File: src/rtl/vwm_pkg.sv
package vwm_pkg;
  localparam int ADDR_W  = 17;
  localparam int BYTE_W  = 8;
  localparam int NBYTES  = 4;
  localparam int WORD_W  = BYTE_W * NBYTES;
  localparam int NIBS    = WORD_W / 4;
  localparam int HALF_W  = WORD_W / 2;
  localparam int IDX_W   = 4;
  localparam int LANE_W  = $clog2(NBYTES);

  localparam logic [IDX_W-1:0] IDX_ADDR_L = 4'd0;
  localparam logic [IDX_W-1:0] IDX_ADDR_M = 4'd1;
  localparam logic [IDX_W-1:0] IDX_ADDR_H = 4'd2;
  localparam logic [IDX_W-1:0] IDX_PORT   = 4'd3;
  localparam logic [IDX_W-1:0] IDX_SEL    = 4'd4;
  localparam logic [IDX_W-1:0] IDX_BANK0  = 4'd5;
  localparam logic [IDX_W-1:0] IDX_BANKN  = 4'd8;

  localparam logic [5:0] SEL_CTRL  = 6'd2;
  localparam logic [5:0] SEL_CACHE = 6'd6;

  typedef struct packed {
    logic              cacheLd;
    logic [LANE_W-1:0] cacheIdx;
    logic              portWr;
    logic              wide;
    logic              mul;
    logic [LANE_W-1:0] lane;
  } strobe_t;

  function automatic logic [ADDR_W-1:0] stepOf(input logic [1:0] code);
    case (code)
      2'd0:    stepOf = '0;
      2'd1:    stepOf = ADDR_W'(1);
      2'd2:    stepOf = ADDR_W'(2);
      default: stepOf = ADDR_W'(4);
    endcase
  endfunction
endpackage

File: src/rtl/vwm_ctrl.sv
module vwm_ctrl
  import vwm_pkg::*;
(
  input  logic              clk,
  input  logic              rstN,
  input  logic              cpuWe,
  input  logic              cpuRe,
  input  logic [IDX_W-1:0]  cpuAddr,
  input  logic [BYTE_W-1:0] cpuWrData,
  input  logic [BYTE_W-1:0] memRdByte,
  output logic [BYTE_W-1:0] cpuRdData,
  output logic [ADDR_W-1:0] curAddr,
  output logic [NIBS-1:0]   nibMask,
  output strobe_t           strb
);
  logic [ADDR_W-1:0] addrQ;
  logic [6:0]        ctlHiQ;
  logic [BYTE_W-1:0] selQ, modeQ, maskQ, mulQ;
  logic [5:0]        sel;
  logic              portHit, bankHit, portAccess;
  logic [LANE_W-1:0] bankIdx;

  assign sel        = selQ[6:1];
  assign portHit    = (cpuAddr == IDX_PORT);
  assign bankHit    = (cpuAddr >= IDX_BANK0) && (cpuAddr <= IDX_BANKN);
  assign bankIdx    = cpuAddr[LANE_W-1:0] - LANE_W'(1);
  assign portAccess = portHit && (cpuWe || cpuRe);

  always_ff @(posedge clk) begin
    if (!rstN) begin
      addrQ  <= '0;
      ctlHiQ <= '0;
      selQ   <= '0;
      modeQ  <= '0;
      maskQ  <= '0;
      mulQ   <= '0;
    end else begin
      if (cpuWe) begin
        case (cpuAddr)
          IDX_ADDR_L: addrQ[7:0]  <= cpuWrData;
          IDX_ADDR_M: addrQ[15:8] <= cpuWrData;
          IDX_ADDR_H: begin
            addrQ[16] <= cpuWrData[0];
            ctlHiQ    <= cpuWrData[7:1];
          end
          IDX_SEL:    selQ <= cpuWrData;
          default: begin
            if (bankHit && sel == SEL_CTRL) begin
              case (bankIdx)
                2'd0:    modeQ <= cpuWrData;
                2'd1:    maskQ <= cpuWrData;
                2'd3:    mulQ  <= cpuWrData;
                default: ;
              endcase
            end
          end
        endcase
      end
      if (portAccess) addrQ <= addrQ + stepOf(ctlHiQ[4:3]);
    end
  end

  always_comb begin
    cpuRdData = '0;
    case (cpuAddr)
      IDX_ADDR_L: cpuRdData = addrQ[7:0];
      IDX_ADDR_M: cpuRdData = addrQ[15:8];
      IDX_ADDR_H: cpuRdData = {ctlHiQ, addrQ[16]};
      IDX_PORT:   cpuRdData = memRdByte;
      IDX_SEL:    cpuRdData = selQ;
      default: begin
        if (bankHit && sel == SEL_CTRL) begin
          case (bankIdx)
            2'd0:    cpuRdData = modeQ;
            2'd1:    cpuRdData = maskQ;
            2'd3:    cpuRdData = mulQ;
            default: cpuRdData = '0;
          endcase
        end
      end
    endcase
  end

  always_comb begin
    strb.cacheLd  = cpuWe && bankHit && (sel == SEL_CACHE);
    strb.cacheIdx = bankIdx;
    strb.portWr   = cpuWe && portHit;
    strb.wide     = modeQ[6];
    strb.mul      = mulQ[4];
    strb.lane     = addrQ[LANE_W-1:0];
  end

  assign curAddr = addrQ;
  assign nibMask = maskQ;
endmodule

File: src/rtl/vwm_datapath.sv
module vwm_datapath
  import vwm_pkg::*;
(
  input  logic              clk,
  input  logic              rstN,
  input  strobe_t           strb,
  input  logic [BYTE_W-1:0] cpuWrData,
  input  logic [ADDR_W-1:0] curAddr,
  input  logic [NIBS-1:0]   nibMask,
  output logic              memWe,
  output logic [ADDR_W-1:0] memWrAddr,
  output logic [WORD_W-1:0] memWrData,
  output logic [NIBS-1:0]   memNibEn
);
  logic [NBYTES-1:0][BYTE_W-1:0] cacheQ;
  logic signed [HALF_W-1:0]      opLo, opHi;
  logic signed [WORD_W-1:0]      prodQ;
  logic [WORD_W-1:0]             dataQ;
  logic                          useProdQ;
  logic [NIBS-1:0]               laneNib;

  for (genvar b = 0; b < NBYTES; b++) begin : g_cache
    always_ff @(posedge clk) begin
      if (!rstN) cacheQ[b] <= '0;
      else if (strb.cacheLd && strb.cacheIdx == LANE_W'(b)) cacheQ[b] <= cpuWrData;
    end
  end

  for (genvar n = 0; n < NIBS; n++) begin : g_nib
    assign laneNib[n] = (strb.lane == LANE_W'(n / 2));
  end

  assign opLo = $signed(cacheQ[1:0]);
  assign opHi = $signed(cacheQ[3:2]);

  always_ff @(posedge clk) begin
    if (!rstN) prodQ <= '0;
    else       prodQ <= opLo * opHi;
  end

  always_ff @(posedge clk) begin
    if (!rstN) begin
      memWe     <= 1'b0;
      memWrAddr <= '0;
      dataQ     <= '0;
      useProdQ  <= 1'b0;
      memNibEn  <= '0;
    end else begin
      memWe <= strb.portWr;
      if (strb.portWr) begin
        if (strb.wide) begin
          memWrAddr <= {curAddr[ADDR_W-1:LANE_W], {LANE_W{1'b0}}};
          dataQ     <= cacheQ;
          useProdQ  <= strb.mul;
          memNibEn  <= ~nibMask;
        end else begin
          memWrAddr <= curAddr;
          dataQ     <= {NBYTES{cpuWrData}};
          useProdQ  <= 1'b0;
          memNibEn  <= laneNib;
        end
      end
    end
  end

  assign memWrData = useProdQ ? prodQ : dataQ;
endmodule

File: src/rtl/vwm_top.sv
module vwm_top
  import vwm_pkg::*;
(
  input  logic              clk,
  input  logic              rstN,
  input  logic              cpuWe,
  input  logic              cpuRe,
  input  logic [IDX_W-1:0]  cpuAddr,
  input  logic [BYTE_W-1:0] cpuWrData,
  output logic [BYTE_W-1:0] cpuRdData,
  output logic [ADDR_W-1:0] memRdAddr,
  input  logic [BYTE_W-1:0] memRdByte,
  output logic              memWe,
  output logic [ADDR_W-1:0] memWrAddr,
  output logic [WORD_W-1:0] memWrData,
  output logic [NIBS-1:0]   memNibEn
);
  strobe_t           strobes;
  logic [NIBS-1:0]   maskBits;
  logic [ADDR_W-1:0] curAddr;

  vwm_ctrl u_ctrl (
    .clk(clk), .rstN(rstN), .cpuWe(cpuWe), .cpuRe(cpuRe), .cpuAddr(cpuAddr),
    .cpuWrData(cpuWrData), .memRdByte(memRdByte), .cpuRdData(cpuRdData),
    .curAddr(curAddr), .nibMask(maskBits), .strb(strobes)
  );

  vwm_datapath u_dp (
    .clk(clk), .rstN(rstN), .strb(strobes), .cpuWrData(cpuWrData),
    .curAddr(curAddr), .nibMask(maskBits), .memWe(memWe),
    .memWrAddr(memWrAddr), .memWrData(memWrData), .memNibEn(memNibEn)
  );

  assign memRdAddr = curAddr;
endmodule

File: config.mk
export PLATFORM = sky130hd
export DESIGN_NAME = vwm_top
export DESIGN_NICKNAME = d
export VERILOG_FILES = /design/src/rtl/vwm_pkg.sv /design/src/rtl/vwm_ctrl.sv /design/src/rtl/vwm_datapath.sv /design/src/rtl/vwm_top.sv
export SDC_FILE = /design/constraint.sdc
export NUM_CORES = 1
export LEC_CHECK = 0
export BUFFER_PORTS_ARGS = -buffer_cell sky130_fd_sc_hd__clkbuf_2
export CAP_MARGIN = 20
export CELL_PAD_IN_SITES_DETAIL_PLACEMENT = 1
export CELL_PAD_IN_SITES_GLOBAL_PLACEMENT = 2
export CORE_MARGIN = 1
export CORE_UTILIZATION = 40
export DETAILED_ROUTE_END_ITERATION = 8
export PLACE_DENSITY_LB_ADDON = 0.1
export REMOVE_ABC_BUFFERS = 1
export SYNTH_ARGS = -nofsm -noshare
export SYNTH_HDL_FRONTEND = slang
export SYNTH_SLANG_ARGS = --single-unit
File: constraint.sdc
create_clock -name clk -period 8.65 [get_ports clk]
set_clock_uncertainty 0.1 [all_clocks]
set_input_delay 1.73 -clock clk [delete_from_list [all_inputs] [get_ports clk]]
set_output_delay 1.73 -clock clk [all_outputs]
set_load 0.005 [all_outputs]
After elaboration in Yosys (flattened, before gate mapping)
Index checks and enable logic that the tools add are counted.

Magnitude comparators: 2. Reductions and logical operators: 28. Multipliers: 1. Equality and inequality tests: 14. Muxes and demuxes: 16. Bitwise gates (word level): 2. Add/sub/neg operators: 2.

Operators by type and width (count): 17-bit 2-to-1 mux (4); 32-bit 2-to-1 mux (2); 8-bit case mux with 5 select lines (1); 16-bit by 16-bit multiplier with 32-bit output (1); 8-bit 2-to-1 mux (4); 8-bit case mux with 3 select lines (1); 17-bit adder (1); 4-bit AND reduction (3); 2-bit equality test, second input constant (5); 1-bit logical AND (10); 2-bit AND reduction (5); 3-bit case mux with 3 select lines (1); 4-bit by 2-bit equality test with 1-bit output, second input constant (2); 8-bit NOT (1); 2-bit nonzero test (4); 2-bit by 1-bit equality test with 1-bit output, second input constant (3); 6-bit by 2-bit equality test with 1-bit output, second input constant (1); 6-bit by 3-bit equality test with 1-bit output, second input constant (1); 2-bit zero test (3); 4-bit by 1-bit equality test with 1-bit output, second input constant (1); 4-bit by 3-bit equality test with 1-bit output, second input constant (1); 4-bit by 3-bit greater-or-equal comparator with 1-bit output, second input constant (1); 4-bit <= comparator, second input constant (1); 4-bit zero test (1); 6 further kinds (7).

Bits of input ports: 24. Flip-flop bits (word level): 179.

Logic depth before layout (Yosys ltp)
Depth in word-level cells: 6. Gate-level depth with buffers: 23. Gate-level depth less buffers: 20.

By module
Synthesis repeated with hierarchy kept, for this count alone.

Cells, all modules: 1960. Area, all modules: 17556.8 um^2.

By module, submodules not included: vwm_datapath (instances 1, seq. area each 2462.4 um^2, area an instance 14416.3 um^2, cells each 1568); vwm_ctrl (instances 1, seq. area each 1121.1 um^2, area an instance 3140.5 um^2, cells each 392).

Worst setup path after synthesis
Ideal clock, no wire load.

Path type: flip-flop to flip-flop. Start point: register u_dp.cacheQ[15] (netlist name). End point: register u_dp.prodQ[26]. Data required time: 8.435 ns. Arrival: 5.810 ns. Stages on the path, launching flop included: 22. Period minus slack after synthesis: 6.025 ns. Setup slack: 2.625 ns. Path through: dfxtp_1 clkbuf_1 clkbuf_1 nand2_1 inv_1 fa_1 fa_1 fa_1 fa_1 fa_1 inv_1 fa_1 inv_1 ha_1 buf_2 and4_1 nand2_1 or3_1 o211ai_2 o22ai_1 xnor2_1 and2_1.

Cells in the longest elaborated chain, start to end: 1.

Ends and longest elaborated chain: from (decl) (RTL line vwm_datapath.sv:15) `logic [NBYTES-1:0][BYTE_W-1:0] cacheQ;`; from (signal, indexed assignment) (RTL line vwm_datapath.sv:25) `else if (strb.cacheLd && strb.cacheIdx == LANE_W'(b)) cacheQ[b] <= cpuWrData;`; 16-bit by 16-bit multiplier with 32-bit output (RTL line vwm_datapath.sv:38) `else prodQ <= opLo * opHi;`; to (signal assigned) (RTL line vwm_datapath.sv:38); to (decl) (RTL line vwm_datapath.sv:17) `logic signed [WORD_W-1:0] prodQ;`.

Every way passes these cells. A chain may end at the register's enable or synchronous reset.

Final worst setup path
Start point: register u_dp.cacheQ[15] (netlist name). End point: register u_dp.prodQ[30].

Same word-level chain as after synthesis.

==> summary by stage <==
Yosys
The largest total area in the synthesized netlist belongs to fa_1. In this run, synthesis inferred 0 flip-flops with an integrated enable. By area the synthesized netlist is led by fa_1 30%, dfxtp_1 20%, inv_1 6.6%. The number of instances in the synthesized netlist is 1,994. The count of yosys warnings during synthesis is 0. Of the post-synthesis cell area, the dominant cell type holds 29.6%. The post-synthesis sequential element count is between 150 and 200.

The number of different library cells in the post-synthesis netlist is 72. The top flip-flop cell by instance count after synthesis is dfxtp_1. A synthesized cell averages 8.91 sq um.

The proportion of synthesized chip area in sequential cells is 20.2%. The share of synthesized flip-flops with an asynchronous set or reset is 0%. The commonest cells after synthesis are 314 x inv_1, 263 x fa_1, 226 x nand2_1, 179 x dfxtp_1, 149 x nor2_1.

After synthesis the cells add up to between 15,000 and 20,000 sq um. In the post-synthesis netlist, the cell with the most instances is inv_1.

Power
The power share of the combinational group is roughly 6%. The clock power share is 46.3%. The standby leakage power is 9.23 nW. For this design the ratio of total power to cell area is 91.4 nW/um^2.

The worst voltage drop across the vdd grid is about 0.12 mV. The switching share of power is 26.5%. The net switching power figure is ~470 uW. The share of total power dissipated in sequential elements is 47.8%. Internal power comes to around 1.3 mW.

Floorplan
For this design the top-level I/O count stands at 107. The core box area is 43,500 sq um. In this run the vertical extent of the chip is between 200 and 250 um. The overall die area is 45,200 sq um. The starting utilization of the core area is 40.9%.

The width of the die is 213 um. After floorplanning, the core was divided into 76 placement rows.

Setup path
The critical path goes through nand2_1, inv_1, fa_1, fa_1, fa_1, fa_1, fa_1, inv_1, fa_1, inv_1, ha_1, and4_1, nand2_1, nor3_1, o21ai_0, nand2_1, mux2i_1. The capturing element type of the critical path is a flop. The worst setup path is launched from a flop. The signal arrival time at the worst endpoint is 7390 ps. The cell that appears most often on the critical path is fa_1. The critical path class is reg -> reg. The delay contributed by the slowest stage of the critical path is 910 ps. The slowest stage cell on the critical path is fa_1. The worst-path maximum fanout is 18.

Together, buffers and inverters on the worst path number 3. STA puts the critical path data required time at ~9000 ps. The cell family contributing the most delay on the critical path is adder cells.

Drt
Dividing the detail-routed via count by the number of cells gives 5.24. The total wirelength of the detailed-routed design is 54,100 um. The routed layout has 13,700 vias.

The first TritonRoute pass finished after 5 iterations. The violation count after the first detailed-routing iteration is 822. The per-cell routed wire length is 20.7 um.

The DRC violation count after routing is 0. The count of antenna-violating nets left after detailed routing is 0.

Job
Max-cap violations in this run came to 0.

Placement
The cell count after placement is around 2,600. The routability-driven placement congestion ratio is between 0.8 and 0.9. In this run the tool buffered the top-level ports with 106 buffer cells. The total half-perimeter wirelength after legalization and detailed placement is approximately 41,000 um.

Clock tree
The buffer depth of the longest clock path is 2. The sink count of the clock tree is between 150 and 200. Clock-pin slew was measured on the worst setup and hold paths at around 80 ps. In this run, post-CTS repair resized a total of 0 instances. The root cell of the clock tree is clkbuf_16. The hold buffer count at cts is 0.

The clock reaches the later pin of the worst-skew pair after 480 ps. The clock buffer count from CTS is 17. In this run the number of H-tree levels came out at 4.

The number of setup buffers added after CTS is 0. The clock tree from TritonCTS is built.

Hold path
The class of the worst hold path is reg -> reg.

STA
Of the available clock period, the critical path in the final layout requires 81.7%. The final count of pins violating max slew is 0. The count of final hold-check violations is 0. For the pin with the worst max-slew slack, the measured transition is between 1000 and 1500 ps. Setup repair after global routing left no endpoint under its margin. The achievable clock frequency is 141 MHz. The summed negative setup slack over all endpoints is 0 ps.

The final-report setup violation count is 0. In this run the tightest slew margin relative to its limit is 29.5%. The clock period minus worst slack is about 7100 ps.

Global routing
The number of global-route vias before repair came to 14,800. Entering global routing, the biggest net connects about 90 pins. The initial antenna violation count is 1. The total routing resource utilization after global routing is 25.3%. The first global-routing pass estimated 85,700 um of wire.

Global routing finished with a remaining overflow of 0.

Final layout
The number of nets in the final layout is 2,391. The synthesis-to-layout area growth is 8.25%. The filler-free cell count of the finished design is 2,616. In the final layout, the share of cells above drive strength 1 is 11.1%.

Status
The flow ran to the end, and the final reports show no timing, DRC or antenna violations.
through the flow:
step | area [sq um] | power [mW] | hold WS [ps] | worst slack [ps] | util (%)
after floorplan | 17200 | 0.903 | 336 | 2860 | -
after global placement | 18600 | 0.962 | 342 | 1720 | 42.9
after detailed placement | 18600 | 0.963 | 349 | 1660 | 42.9
after CTS | 19200 | 1.78 | 360 | 1630 | 44.2
after global routing | 19200 | 1.82 | 377 | 1220 | 44.2
final | 19200 | 1.76 | 355 | 1580 | 44.2
cell families (layout without fill, tap and decap cells):
family	Yosys count	in the layout	synth area share [%]
xor gates and xnor gates	30	30	1.48
buffers and inverters	433	469	9.65
adders and majority gates	348	348	35.6
other	0	1	0
and+or+nand+nor	653	653	17.6
muxes	100	100	6.45
DFF	179	179	20.2
AOI/OAI and AO/OA	251	251	8.96
placed cells by master (no fill, tap or decap), types with 8 or more instances in the layout:
cell and count:
a211oi_1 39, a21oi_1 88, a222oi_1 8, a31oi_1 8, and2_1 132, buf_4 18
clkbuf_16 17, clkbuf_2 106, dfxtp_1 177, fa_1 263, ha_1 85, inv_1 314
mux2_2 33, mux2i_1 59, nand2_1 226, nand2b_1 16, nand3_1 34, nor2_1 148
nor2b_1 18, nor3_1 38, o21a_1 10, o21ai_0 50, xnor2_1 25
final cells by class:
cell class	count	area, sq um
Antenna cell	1	2.50
Clock buffer	17	425
Clock inverter	13	156
Fill cell	5138	24200
Inverter	315	1180
Multi-Input combinational cell	1382	12500
Sequential cell	179	3590
Tap cell	585	732
Timing Repair Buffer	124	666
power groups by stage:
stage          clock, mW  sequential [mW]  combinational, mW
2_1_floorplan          0            0.855             0.0479
3_3_place_gp           0            0.858              0.104
3_5_place_dp           0            0.858              0.105
4_1_cts            0.838            0.839              0.105
5_1_grt            0.868            0.840              0.113
6_report           0.813            0.839              0.104
sequential cells by signal, indices dropped and copies added (netlist names), 8 cells and up:
signal          flops
u_dp.cacheQ        32
u_ctrl.curAddr     17
u_ctrl.modeQ        8
u_dp.memWrAddr     17
u_dp.prodQ         32
u_ctrl.selQ         8
u_dp.memNibEn       8
u_dp.dataQ         32
u_ctrl.nibMask      8
u_ctrl.mulQ         8
path summary, 6_finish.rpt:
check / startpoint / to / slack, ps / cells past startpoint
worst max-delay path: u_dp.cacheQ[15] / u_dp.prodQ[30] / 1580 / 17
worst min-delay path: u_dp.memWrAddr[0] / u_dp.memWrAddr[0] / 350 / 2
worst max register to register: u_dp.cacheQ[15] / u_dp.prodQ[30] / 1580 / 17
worst min register to register: u_dp.memWrAddr[0] / u_dp.memWrAddr[0] / 350 / 2
per-layer routing:
layer | share of wire, % | wire length [um] | track usage (%) | vias up
met3 | 2.9 | 1550 | 3.65 | 38
met2 | 50 | 27100 | 43.4 | 210
met5 | 0 | 0 | 0 | -
met4 | 1.2 | 653 | 5.71 | 0
met1 | 46 | 24800 | 33.8 | 7131
li1 | - | - | - | 6335
worst min-delay path: cells and delay by family (launching register included):
family / cells / cell delay (ps)
flip-flops: 1 / 310
AO/OA/AOI/OAI: 1 / 50
AND/OR/NAND/NOR: 1 / 50
(Power assumes the default switching activity.)
